File: config.mk
export PLATFORM = sky130hd
export DESIGN_NAME = byte_pack_fifo_engine
export DESIGN_NICKNAME = d
export VERILOG_FILES = /design/src/rtl/wbx_pkg.sv /design/src/rtl/wbx_word_fifo.sv /design/src/rtl/wbx_rx_pack.sv /design/src/rtl/wbx_tx_unpack.sv /design/src/rtl/byte_pack_fifo_engine.sv
export SDC_FILE = /design/constraint.sdc
export NUM_CORES = 1
export LEC_CHECK = 0
export BUFFER_PORTS_ARGS = -buffer_cell sky130_fd_sc_hd__buf_4
export CAP_MARGIN = 10
export CORE_MARGIN = 3
export CORE_UTILIZATION = 55
export CTS_BUF_LIST = sky130_fd_sc_hd__clkbuf_4 sky130_fd_sc_hd__clkbuf_8 sky130_fd_sc_hd__clkbuf_16
export DETAILED_ROUTE_END_ITERATION = 16
export PLACE_DENSITY = 0.73
export SYNTH_ARGS = -nofsm -noshare
export SYNTH_HDL_FRONTEND = slang
export SYNTH_SLANG_ARGS = --single-unit
File: constraint.sdc
create_clock -name clk -period 11.4 [get_ports clk]
set_input_delay 2.28 -clock clk [delete_from_list [all_inputs] [get_ports clk]]
set_output_delay 2.28 -clock clk [all_outputs]
set_load 0.02 [all_outputs]
File: src/rtl/wbx_pkg.sv
package wbx_pkg;
  localparam int STAT_W   = 22;
  localparam int ST_END   = 8;
  localparam int ST_BLK   = 10;
  // Transmit flag positions; each receive flag sits one bit above.
  localparam int ST_ACT   = 12;
  localparam int ST_HALF  = 14;
  localparam int ST_FULL  = 16;
  localparam int ST_EMPTY = 18;
  localparam int ST_AVAIL = 20;
  localparam logic [STAT_W-1:0] TX_MASK = 22'h155000;
  localparam logic [STAT_W-1:0] RX_MASK = 22'h2AA000;
endpackage

File: src/rtl/wbx_word_fifo.sv
module wbx_word_fifo #(
  parameter int W     = 32,
  parameter int DEPTH = 16,
  localparam int AW   = $clog2(DEPTH),
  localparam int LW   = $clog2(DEPTH + 1)
) (
  input  logic          clk,
  input  logic          rst,
  input  logic          push,
  input  logic [W-1:0]  push_data,
  input  logic          pop,
  output logic [W-1:0]  pop_data,
  output logic [LW-1:0] level,
  output logic          full,
  output logic          empty
);
  logic [W-1:0]  mem [DEPTH];
  logic [AW-1:0] wr_ptr, rd_ptr;
  logic          do_push, do_pop;

  assign full     = (level == LW'(DEPTH));
  assign empty    = (level == '0);
  assign do_push  = push && !full;
  assign do_pop   = pop && !empty;
  assign pop_data = mem[rd_ptr];

  always_ff @(posedge clk) begin
    if (do_push) mem[wr_ptr] <= push_data;
  end

  always_ff @(posedge clk) begin
    if (rst) begin
      wr_ptr <= '0;
      rd_ptr <= '0;
      level  <= '0;
    end else begin
      if (do_push) wr_ptr <= (wr_ptr == AW'(DEPTH - 1)) ? '0 : wr_ptr + 1'b1;
      if (do_pop)  rd_ptr <= (rd_ptr == AW'(DEPTH - 1)) ? '0 : rd_ptr + 1'b1;
      if (do_push && !do_pop)      level <= level + 1'b1;
      else if (do_pop && !do_push) level <= level - 1'b1;
    end
  end
endmodule

File: src/rtl/wbx_rx_pack.sv
module wbx_rx_pack #(
  parameter int W     = 32,
  localparam int LANES = W / 8,
  localparam int LIW   = (LANES > 1) ? $clog2(LANES) : 1
) (
  input  logic         clk,
  input  logic         rst,
  input  logic         clr,
  input  logic         take,
  input  logic [7:0]   din,
  input  logic         last,
  output logic         push,
  output logic [W-1:0] word
);
  logic [W-1:0]   acc;
  logic [LIW-1:0] lane;

  assign word = acc | (W'(din) << (lane * 8));
  assign push = take && ((lane == LIW'(LANES - 1)) || last);

  always_ff @(posedge clk) begin
    if (rst || clr) begin
      acc  <= '0;
      lane <= '0;
    end else if (take) begin
      if (push) begin
        acc  <= '0;
        lane <= '0;
      end else begin
        acc  <= word;
        lane <= lane + 1'b1;
      end
    end
  end
endmodule

File: src/rtl/wbx_tx_unpack.sv
module wbx_tx_unpack #(
  parameter int W      = 32,
  localparam int LANES = W / 8,
  localparam int CW    = $clog2(LANES + 1)
) (
  input  logic         clk,
  input  logic         rst,
  input  logic         clr,
  input  logic         load,
  input  logic [W-1:0] word,
  input  logic         take,
  output logic         has,
  output logic [7:0]   dout
);
  logic [W-1:0]  sh;
  logic [CW-1:0] left;

  assign has  = (left != '0);
  assign dout = sh[7:0];

  always_ff @(posedge clk) begin
    if (rst || clr) begin
      sh   <= '0;
      left <= '0;
    end else if (load) begin
      sh   <= word;
      left <= CW'(LANES);
    end else if (take) begin
      sh   <= sh >> 8;
      left <= left - 1'b1;
    end
  end
endmodule

File: src/rtl/byte_pack_fifo_engine.sv
module byte_pack_fifo_engine
  import wbx_pkg::*;
#(
  parameter int W     = 32,
  parameter int DEPTH = 16,
  parameter int CNT_W = 16,
  localparam int LW   = $clog2(DEPTH + 1),
  localparam int LB   = $clog2(W / 8)
) (
  input  logic              clk,
  input  logic              rst,
  input  logic              len_we,
  input  logic [CNT_W-1:0]  len_wdata,
  input  logic              ctrl_we,
  input  logic [1:0]        ctrl_wdata,
  input  logic              sw_push,
  input  logic [W-1:0]      sw_wdata,
  input  logic              sw_pop,
  output logic [W-1:0]      sw_rdata,
  input  logic              sw_poll,
  input  logic              card_rx_valid,
  input  logic [7:0]        card_rx_data,
  output logic              card_rx_ready,
  output logic              card_tx_valid,
  output logic [7:0]        card_tx_data,
  input  logic              card_tx_ready,
  output logic [STAT_W-1:0] stat_o,
  output logic [CNT_W-1:0]  byte_cnt_o,
  output logic [CNT_W-1:0]  fifo_words_o,
  output logic              xfer_en_o,
  output logic              xfer_dir_o
);
  localparam int HALF = DEPTH / 2;

  logic [CNT_W-1:0] len_q, cnt;
  logic             en, dir, done, hold;
  logic             cnt_nz, rx_mode, tx_mode;
  logic             rx_fire, tx_fire, rx_push, tx_has, tx_load;
  logic             sw_pop_ok, sw_push_ok;
  logic [W-1:0]     rx_word, fifo_head;
  logic [LW-1:0]    level;
  logic             fifo_full, fifo_empty;
  logic [CNT_W:0]   wsum;

  assign cnt_nz  = (cnt != '0);
  assign rx_mode = en && dir;
  assign tx_mode = en && !dir;

  assign card_rx_ready = rx_mode && cnt_nz && !fifo_full && !hold;
  assign rx_fire       = card_rx_ready && card_rx_valid;
  assign card_tx_valid = tx_mode && cnt_nz && tx_has;
  assign tx_fire       = card_tx_valid && card_tx_ready;
  assign tx_load       = tx_mode && cnt_nz && !tx_has && !fifo_empty && !sw_pop;
  assign sw_pop_ok     = sw_pop && !fifo_empty;
  assign sw_push_ok    = sw_push && cnt_nz && !rx_push;

  wbx_word_fifo #(.W(W), .DEPTH(DEPTH)) u_fifo (
    .clk(clk), .rst(rst),
    .push(rx_push || sw_push_ok),
    .push_data(rx_push ? rx_word : sw_wdata),
    .pop(sw_pop || tx_load),
    .pop_data(fifo_head),
    .level(level), .full(fifo_full), .empty(fifo_empty)
  );

  wbx_rx_pack #(.W(W)) u_pack (
    .clk(clk), .rst(rst), .clr(ctrl_we),
    .take(rx_fire), .din(card_rx_data), .last(cnt == CNT_W'(1)),
    .push(rx_push), .word(rx_word)
  );

  wbx_tx_unpack #(.W(W)) u_unpack (
    .clk(clk), .rst(rst), .clr(ctrl_we),
    .load(tx_load), .word(fifo_head), .take(tx_fire),
    .has(tx_has), .dout(card_tx_data)
  );

  always_ff @(posedge clk) begin
    if (rst) begin
      len_q    <= '0;
      cnt      <= '0;
      en       <= 1'b0;
      dir      <= 1'b0;
      done     <= 1'b0;
      hold     <= 1'b0;
      sw_rdata <= '0;
    end else begin
      if (len_we) len_q <= len_wdata;
      if (ctrl_we) begin
        en  <= ctrl_wdata[0];
        dir <= ctrl_wdata[1];
        if (ctrl_wdata[0]) begin
          cnt  <= len_q;
          done <= 1'b0;
        end
      end else begin
        if (rx_fire || tx_fire) cnt <= cnt - 1'b1;
        if (en && !cnt_nz) begin
          done <= 1'b1;
          if (fifo_empty) en <= 1'b0;
        end
      end
      if (sw_pop_ok)    hold <= 1'b1;
      else if (sw_poll) hold <= 1'b0;
      if (sw_pop) sw_rdata <= fifo_empty ? '0 : fifo_head;
    end
  end

  // Status: end flags plus FIFO flags of the active direction only.
  always_comb begin
    logic [STAT_W-1:0] f;
    f = '0;
    f[ST_END] = done;
    f[ST_BLK] = done;
    if (en) begin
      f[ST_ACT   + 32'(dir)] = 1'b1;
      f[ST_EMPTY + 32'(dir)] = (level == '0);
      f[ST_AVAIL + 32'(dir)] = (level != '0);
      f[ST_FULL  + 32'(dir)] = (level == LW'(DEPTH));
      f[ST_HALF  + 32'(dir)] = dir ? (level >= LW'(HALF)) : (level <= LW'(HALF));
    end
    stat_o = f;
  end

  assign wsum         = {1'b0, cnt} + (CNT_W + 1)'((W / 8) - 1);
  assign fifo_words_o = CNT_W'(wsum >> LB);
  assign byte_cnt_o   = cnt;
  assign xfer_en_o    = en;
  assign xfer_dir_o   = dir;
endmodule

[Word-level counts from Yosys, hierarchy flattened]
Memory sizes are Yosys's and may differ from the RTL's. A register that Yosys moved wholly into a read port is not among the register bits.
Cells that the tools add are included.
Operators by class
  $add $sub $neg: 13
  order comparisons: 12
  equal/unequal tests: 6
  shifts and indexed selects: 1
  muxes and demuxes: 43
  bitwise logic cells: 2
  reductions and logical operators: 55
Operators by type and width (number)
  two-way mux 32 bit: 5
  bitwise mux 22 bit: 4
  two-way mux 16 bit: 3
  bitwise OR 32 bit: 1
  left shift 8 x 5 -> 32 bit: 1
  logical AND 1 bit: 26
  demux 1 bit (select 5 bit): 5
  two-way mux 22 bit: 1
  bitwise OR 11 x 22 -> 22 bit: 1
  adder 5 x 1 -> 6 bit, first input constant: 3
  greater-or-equal comparator 6 x 1 -> 1 bit, second input constant: 3
  less-than comparator 6 bit, second input constant: 3
  adder 16 x 2 -> 17 bit, second input constant: 1
  == test 16 x 1 -> 1 bit, second input constant: 1
  two-way mux 1 bit: 16
  two-way mux 4 bit: 4
  nonzero test 16 bit: 1
  subtractor 16 x 1 -> 16 bit, second input constant: 1
  less-than comparator 5 x 6 -> 1 bit, second input constant: 2
  nonzero test 2 bit: 6
  adder 4 x 1 -> 5 bit, first input constant: 2
  greater-or-equal comparator 5 x 1 -> 1 bit, second input constant: 2
  logical NOT 1 bit: 10
  two-way mux 5 bit: 2
  19 further kinds: 28
Storage, ports and cells
  bits in registers: 150
  RAM bits: 512
  input bits: 67
  output and inout bits: 98
  word-level logic and storage cells: 148
  memories: 1
Memories
  u_fifo.mem: words 16, bits a word 32, rd ports 1, clocked after memory_dff 1, write ports 1, RTL line wbx_word_fifo.sv:17  | logic [W-1:0] mem [DEPTH];

[Depth between registers and ports, before layout]
  depth in word-level cells: 14
  gate-level depth with buffers: 14
  gate-level depth less buffers: 14

[Cells and area by module]
A second synthesis with hierarchy kept.
Second synthesis, totals
  cell total of the unflattened synthesis: 1734
  area total of the unflattened synthesis: 27451.3 µm²
Modules (own cells, without submodules)
  wbx_word_fifo: instances 1, cells each 900, area an instance 20061.7 µm²
  byte_pack_fifo_engine: instances 1, cells each 471, area an instance 3883.7 µm²
  wbx_rx_pack: instances 1, cells each 195, area an instance 1851.8 µm²
  wbx_tx_unpack: instances 1, cells each 168, area an instance 1654.1 µm²

[Worst setup path after synthesis]
Ideal clock, no wire load.
  path kind: input-to-reg
  start: input card_rx_valid
  end: memory u_fifo.mem[0][0] (enable)
  data arrival time: 5.279 ns
  data required time: 10.939 ns
  path slack: 5.660 ns
  stages: 5
  buffers on the path: 0
  path through: and4b_1 -> nand3_1 -> o21ai_4 -> nand3_1 -> nor3_1
Between the ends
  cells in the longest elaborated chain, start to end: 8
Ends and longest elaborated chain
  start, declared: RTL line byte_pack_fifo_engine.sv:21  | input logic card_rx_valid,
  logical AND 1 bit (*): RTL line byte_pack_fifo_engine.sv:50  | assign rx_fire = card_rx_ready && card_rx_valid;
  logical AND 1 bit (*): RTL line wbx_rx_pack.sv:19  | assign push = take && ((lane == LIW'(LANES - 1)) || last);
  logical NOT 1 bit: RTL line byte_pack_fifo_engine.sv:55  | assign sw_push_ok = sw_push && cnt_nz && !rx_push;
  logical AND 1 bit: RTL line byte_pack_fifo_engine.sv:55
  logical OR 1 bit (*): RTL line byte_pack_fifo_engine.sv:59  | .push(rx_push || sw_push_ok),
  logical AND 1 bit (*): RTL line wbx_word_fifo.sv:23  | assign do_push = push && !full;
  two-way mux 1 bit (*): RTL line wbx_word_fifo.sv:28  | if (do_push) mem[wr_ptr] <= push_data;
  two-way mux 1 bit (implied by the code) (*): RTL line wbx_word_fifo.sv:28
  end, declared: RTL line wbx_word_fifo.sv:17
Every way passes the cells marked *; elsewhere a longest branch is shown, timed or not.

[Worst setup path after layout]
  start: register cnt[4] (netlist: byte_cnt_o[4])
  end: output card_rx_ready
Between the ends
  cells in the longest elaborated chain, start to end: 4
Ends and longest elaborated chain
  start, declared: RTL line byte_pack_fifo_engine.sv:35  | logic [CNT_W-1:0] len_q, cnt;
  start signal, assigned: RTL line byte_pack_fifo_engine.sv:93  | cnt <= len_q;
  start signal, assigned: RTL line byte_pack_fifo_engine.sv:97  | if (rx_fire || tx_fire) cnt <= cnt - 1'b1;
  nonzero test 16 bit: RTL line byte_pack_fifo_engine.sv:45  | assign cnt_nz = (cnt != '0);
  logical AND 1 bit (3 in series): RTL line byte_pack_fifo_engine.sv:49  | assign card_rx_ready = rx_mode && cnt_nz && !fifo_full && !hold;
  end, declared: RTL line byte_pack_fifo_engine.sv:23  | output logic card_rx_ready,
Every way passes these cells.

==> flow_summary.json <==
{
  "min_period_ns": 5.23,
  "post-dp-hpwl_mm": 40.7,
  "hold_buffers": 0,
  "fin_nets": 1853,
  "post_cts_resized": 0,
  "dp.cells": 2314,
  "ios": 165,
  "start_kind": "flop",
  "htree_levels": 3,
  "grt_pass1_vias": 15600,
  "cp-end-kind": "primary output",
  "nFillCells": 3285,
  "period_share_pct": 45.9,
  "grt_usage_pct": 26.5,
  "yosysSeqAreaShare_pct": 69.3,
  "hold_class": "reg -> reg",
  "drive_above_1_share_pct": 28.0,
  "leakagePower_nw": 10.3,
  "cts_tree": "done",
  "stdcell_area_mm2": 0.0308,
  "grt_pass1_wl_mm": 99.6,
  "slew_viol_final": 0,
  "numPortBuffers": 153,
  "required_ns": 9.12,
  "fin_setup_tns_ns": 0,
  "clkLatencyLatePin_ns": 0.59,
  "grt_max_degree": 53,
  "status": "complete, no violations",
  "dieArea_mm2": 0.0511,
  "clock.fmax_mhz": 191,
  "crit_type": "reg -> out",
  "worstMarginPinSlew_ns": 1.19,
  "synthesis.instances": 1608,
  "die_w_um": 226,
  "synthArstFlopShare_pct": 0,
  "whs_ns": 0.455,
  "ys_ff_latch": 666,
  "root_buffer": "clkbuf_16",
  "first_pass_iters": 5,
  "powerDensity_mw_per_mm2": 197,
  "ir_drop_mv": 0.158,
  "synth_edf_count": 512,
  "cts.sinks": 666,
  "relSlewSlack_pct": 20.4,
  "core_mm2": 0.0477,
  "cap_viol_max_count": 0,
  "drtAntennaViolNets": 0,
  "arrival_ns": 2.95,
  "cts_buffers": 69,
  "synth_cell_type_count": 72,
  "via_per_inst": 6.44,
  "cts_setup_buffers": 0,
  "rsz0062_at_grt": "no",
  "route.detailed.drc": 0,
  "skew_ns": 0.0221,
  "critPathMaxFanout": 15,
  "ys_warn_count": 0,
  "grt_antenna_before_repair": 3,
  "avgSynthCellArea_um2": 16.6,
  "routedWlPerCell_um": 27.2,
  "setup_viol": 0,
  "synth_top_area_share_pct": 57.7,
  "globalRouteOverflowTotal": 0,
  "rows": 80,
  "area_delta_synth_final_pct": 15.6,
  "clockBufferDepth": 3,
  "synth_area_mm2": 0.0266,
  "start_util_pct": 55.8,
  "place_area_mm2": 0.0285,
  "synth_flop_cell": "edfxtp_1",
  "clk_pin_slew_ns": 0.06,
  "layout_common_cells": "512 x edfxtp_1, 209 x buf_4, 152 x dfxtp_1, 141 x mux4_2, 106 x nor2_1",
  "die_h_um": 226,
  "drt_iter0_drc": 1904,
  "dr_total_vias": 15700,
  "final_common_cell": "edfxtp_1",
  "drt-total-wl_mm": 66.5,
  "fin_cells": 2439,
  "finalHoldViolCount": 0,
  "gp_congestion": 0.847,
  "synthTopCellsByArea": "edfxtp_1 58%, mux4_2 12%, dfxtp_1 12%",
  "synth_top_area_cell": "edfxtp_1"
}
[power by group]
part	switching, mW	internal, mW	total [mW]
registers	0.0796	2.71	2.79
clock network	0.896	1.35	2.24
logic	0.570	0.474	1.04
total	1.55	4.53	6.08
[sequential cells by signal, summed over array words and instances (netlist names), 2 cells and up, named ones only]
signal and cells:
u_unpack.left 3, u_fifo.wr_ptr 4, u_fifo.level 5, u_unpack.sh 32
u_fifo.mem 512, sw_rdata 32, u_pack.acc 32, len_q 16
u_fifo.rd_ptr 4, byte_cnt_o 16, u_pack.lane 2
[area by class of cell]
class                   instances  area [um2]  area share, %
repair buffers                209        1570           5.10
clock inverters                33         287          0.931
flip-flops and latches        666       18500           60.0
inverters                      23        86.3          0.280
clock buffers                  90        2000           6.49
well taps                     615         769           2.50
diodes                          1        2.50        0.00813
multi-input cells             802        7600           24.7
[cell families (layout without fill, tap and decap cells)]
group           Yosys count  after routing  synth area share [%]
flops                   666            666                  69.3
other cells               1             12                0.0141
xor+xnor                 22             22                 0.724
mux                     184            184                  13.6
compound gates          315            315                  8.36
fa+ha+maj                15             15                 0.733
buf+inv                 150            355                  2.79
simple gates            255            255                  4.50
[worst paths after layout]
kind                           to     startpoint  slack, ns  cells after the start
setup / recovery    card_rx_ready  byte_cnt_o[4]       6.17                      5
hold / removal        sw_rdata[9]    sw_rdata[9]       0.46                      2
setup reg to reg  u_unpack.sh[18]           flop       7.37                      7
hold reg to reg       sw_rdata[9]    sw_rdata[9]       0.46                      2
[stage by stage]
step	power (mW)	worst slack, ns	utilization [%]
6_report	6.08	6.17	64.5
4_1_cts	6.12	6.15	64.4
5_1_grt	6.30	5.97	64.5
3_3_place_gp	3.87	6.43	59.6
2_1_floorplan	3.56	5.66	-
3_5_place_dp	3.89	6.23	59.6
[layer usage]
metal	vias to the layer above	routed length, um	track usage [%]
li1	6694	-	-
met2	797	32200	41.9
met4	2	1880	8.43
met3	127	6250	6.90
met5	-	13	0
met1	8094	26100	36.7
[worst max-delay path: stages, from the launching register on]
cell	delay, ns
dfxtp_1	0.48
nor4_4	0.50
nand4_2	0.53
o21ai_0	0.56
nor3_1	0.09
buf_4	0.18
[synthesized netlist by cell type (2+ instances only)]
cell,count
edfxtp_1,512
dfxtp_1,154
mux4_2,141
nor2_1,120
a21oi_1,87
o21ai_0,64
nand2_1,45
clkbuf_1,44
a22o_1,40
mux2i_1,36
buf_2,32
o31ai_1,28
buf_4,25
inv_1,23
a221oi_1,20
buf_1,20
a221o_1,19
nand3_1,17
xnor2_1,16
nor3_1,15
ha_1,14
o31a_1,11
or3_1,10
nor4_1,8
a31oi_1,7
mux2_2,7
nor2b_1,7
and3_1,6
buf_6,6
xor2_1,6
and2_1,5
nand2b_1,4
nand4_1,4
o21ai_1,4
o2bb2ai_1,4
or4_1,4
o211a_1,3
a2111oi_2,2
a211oi_1,2
a21o_1,2
o21ai_4,2
o311a_1,2
Power figures use the tool's default switching activity.
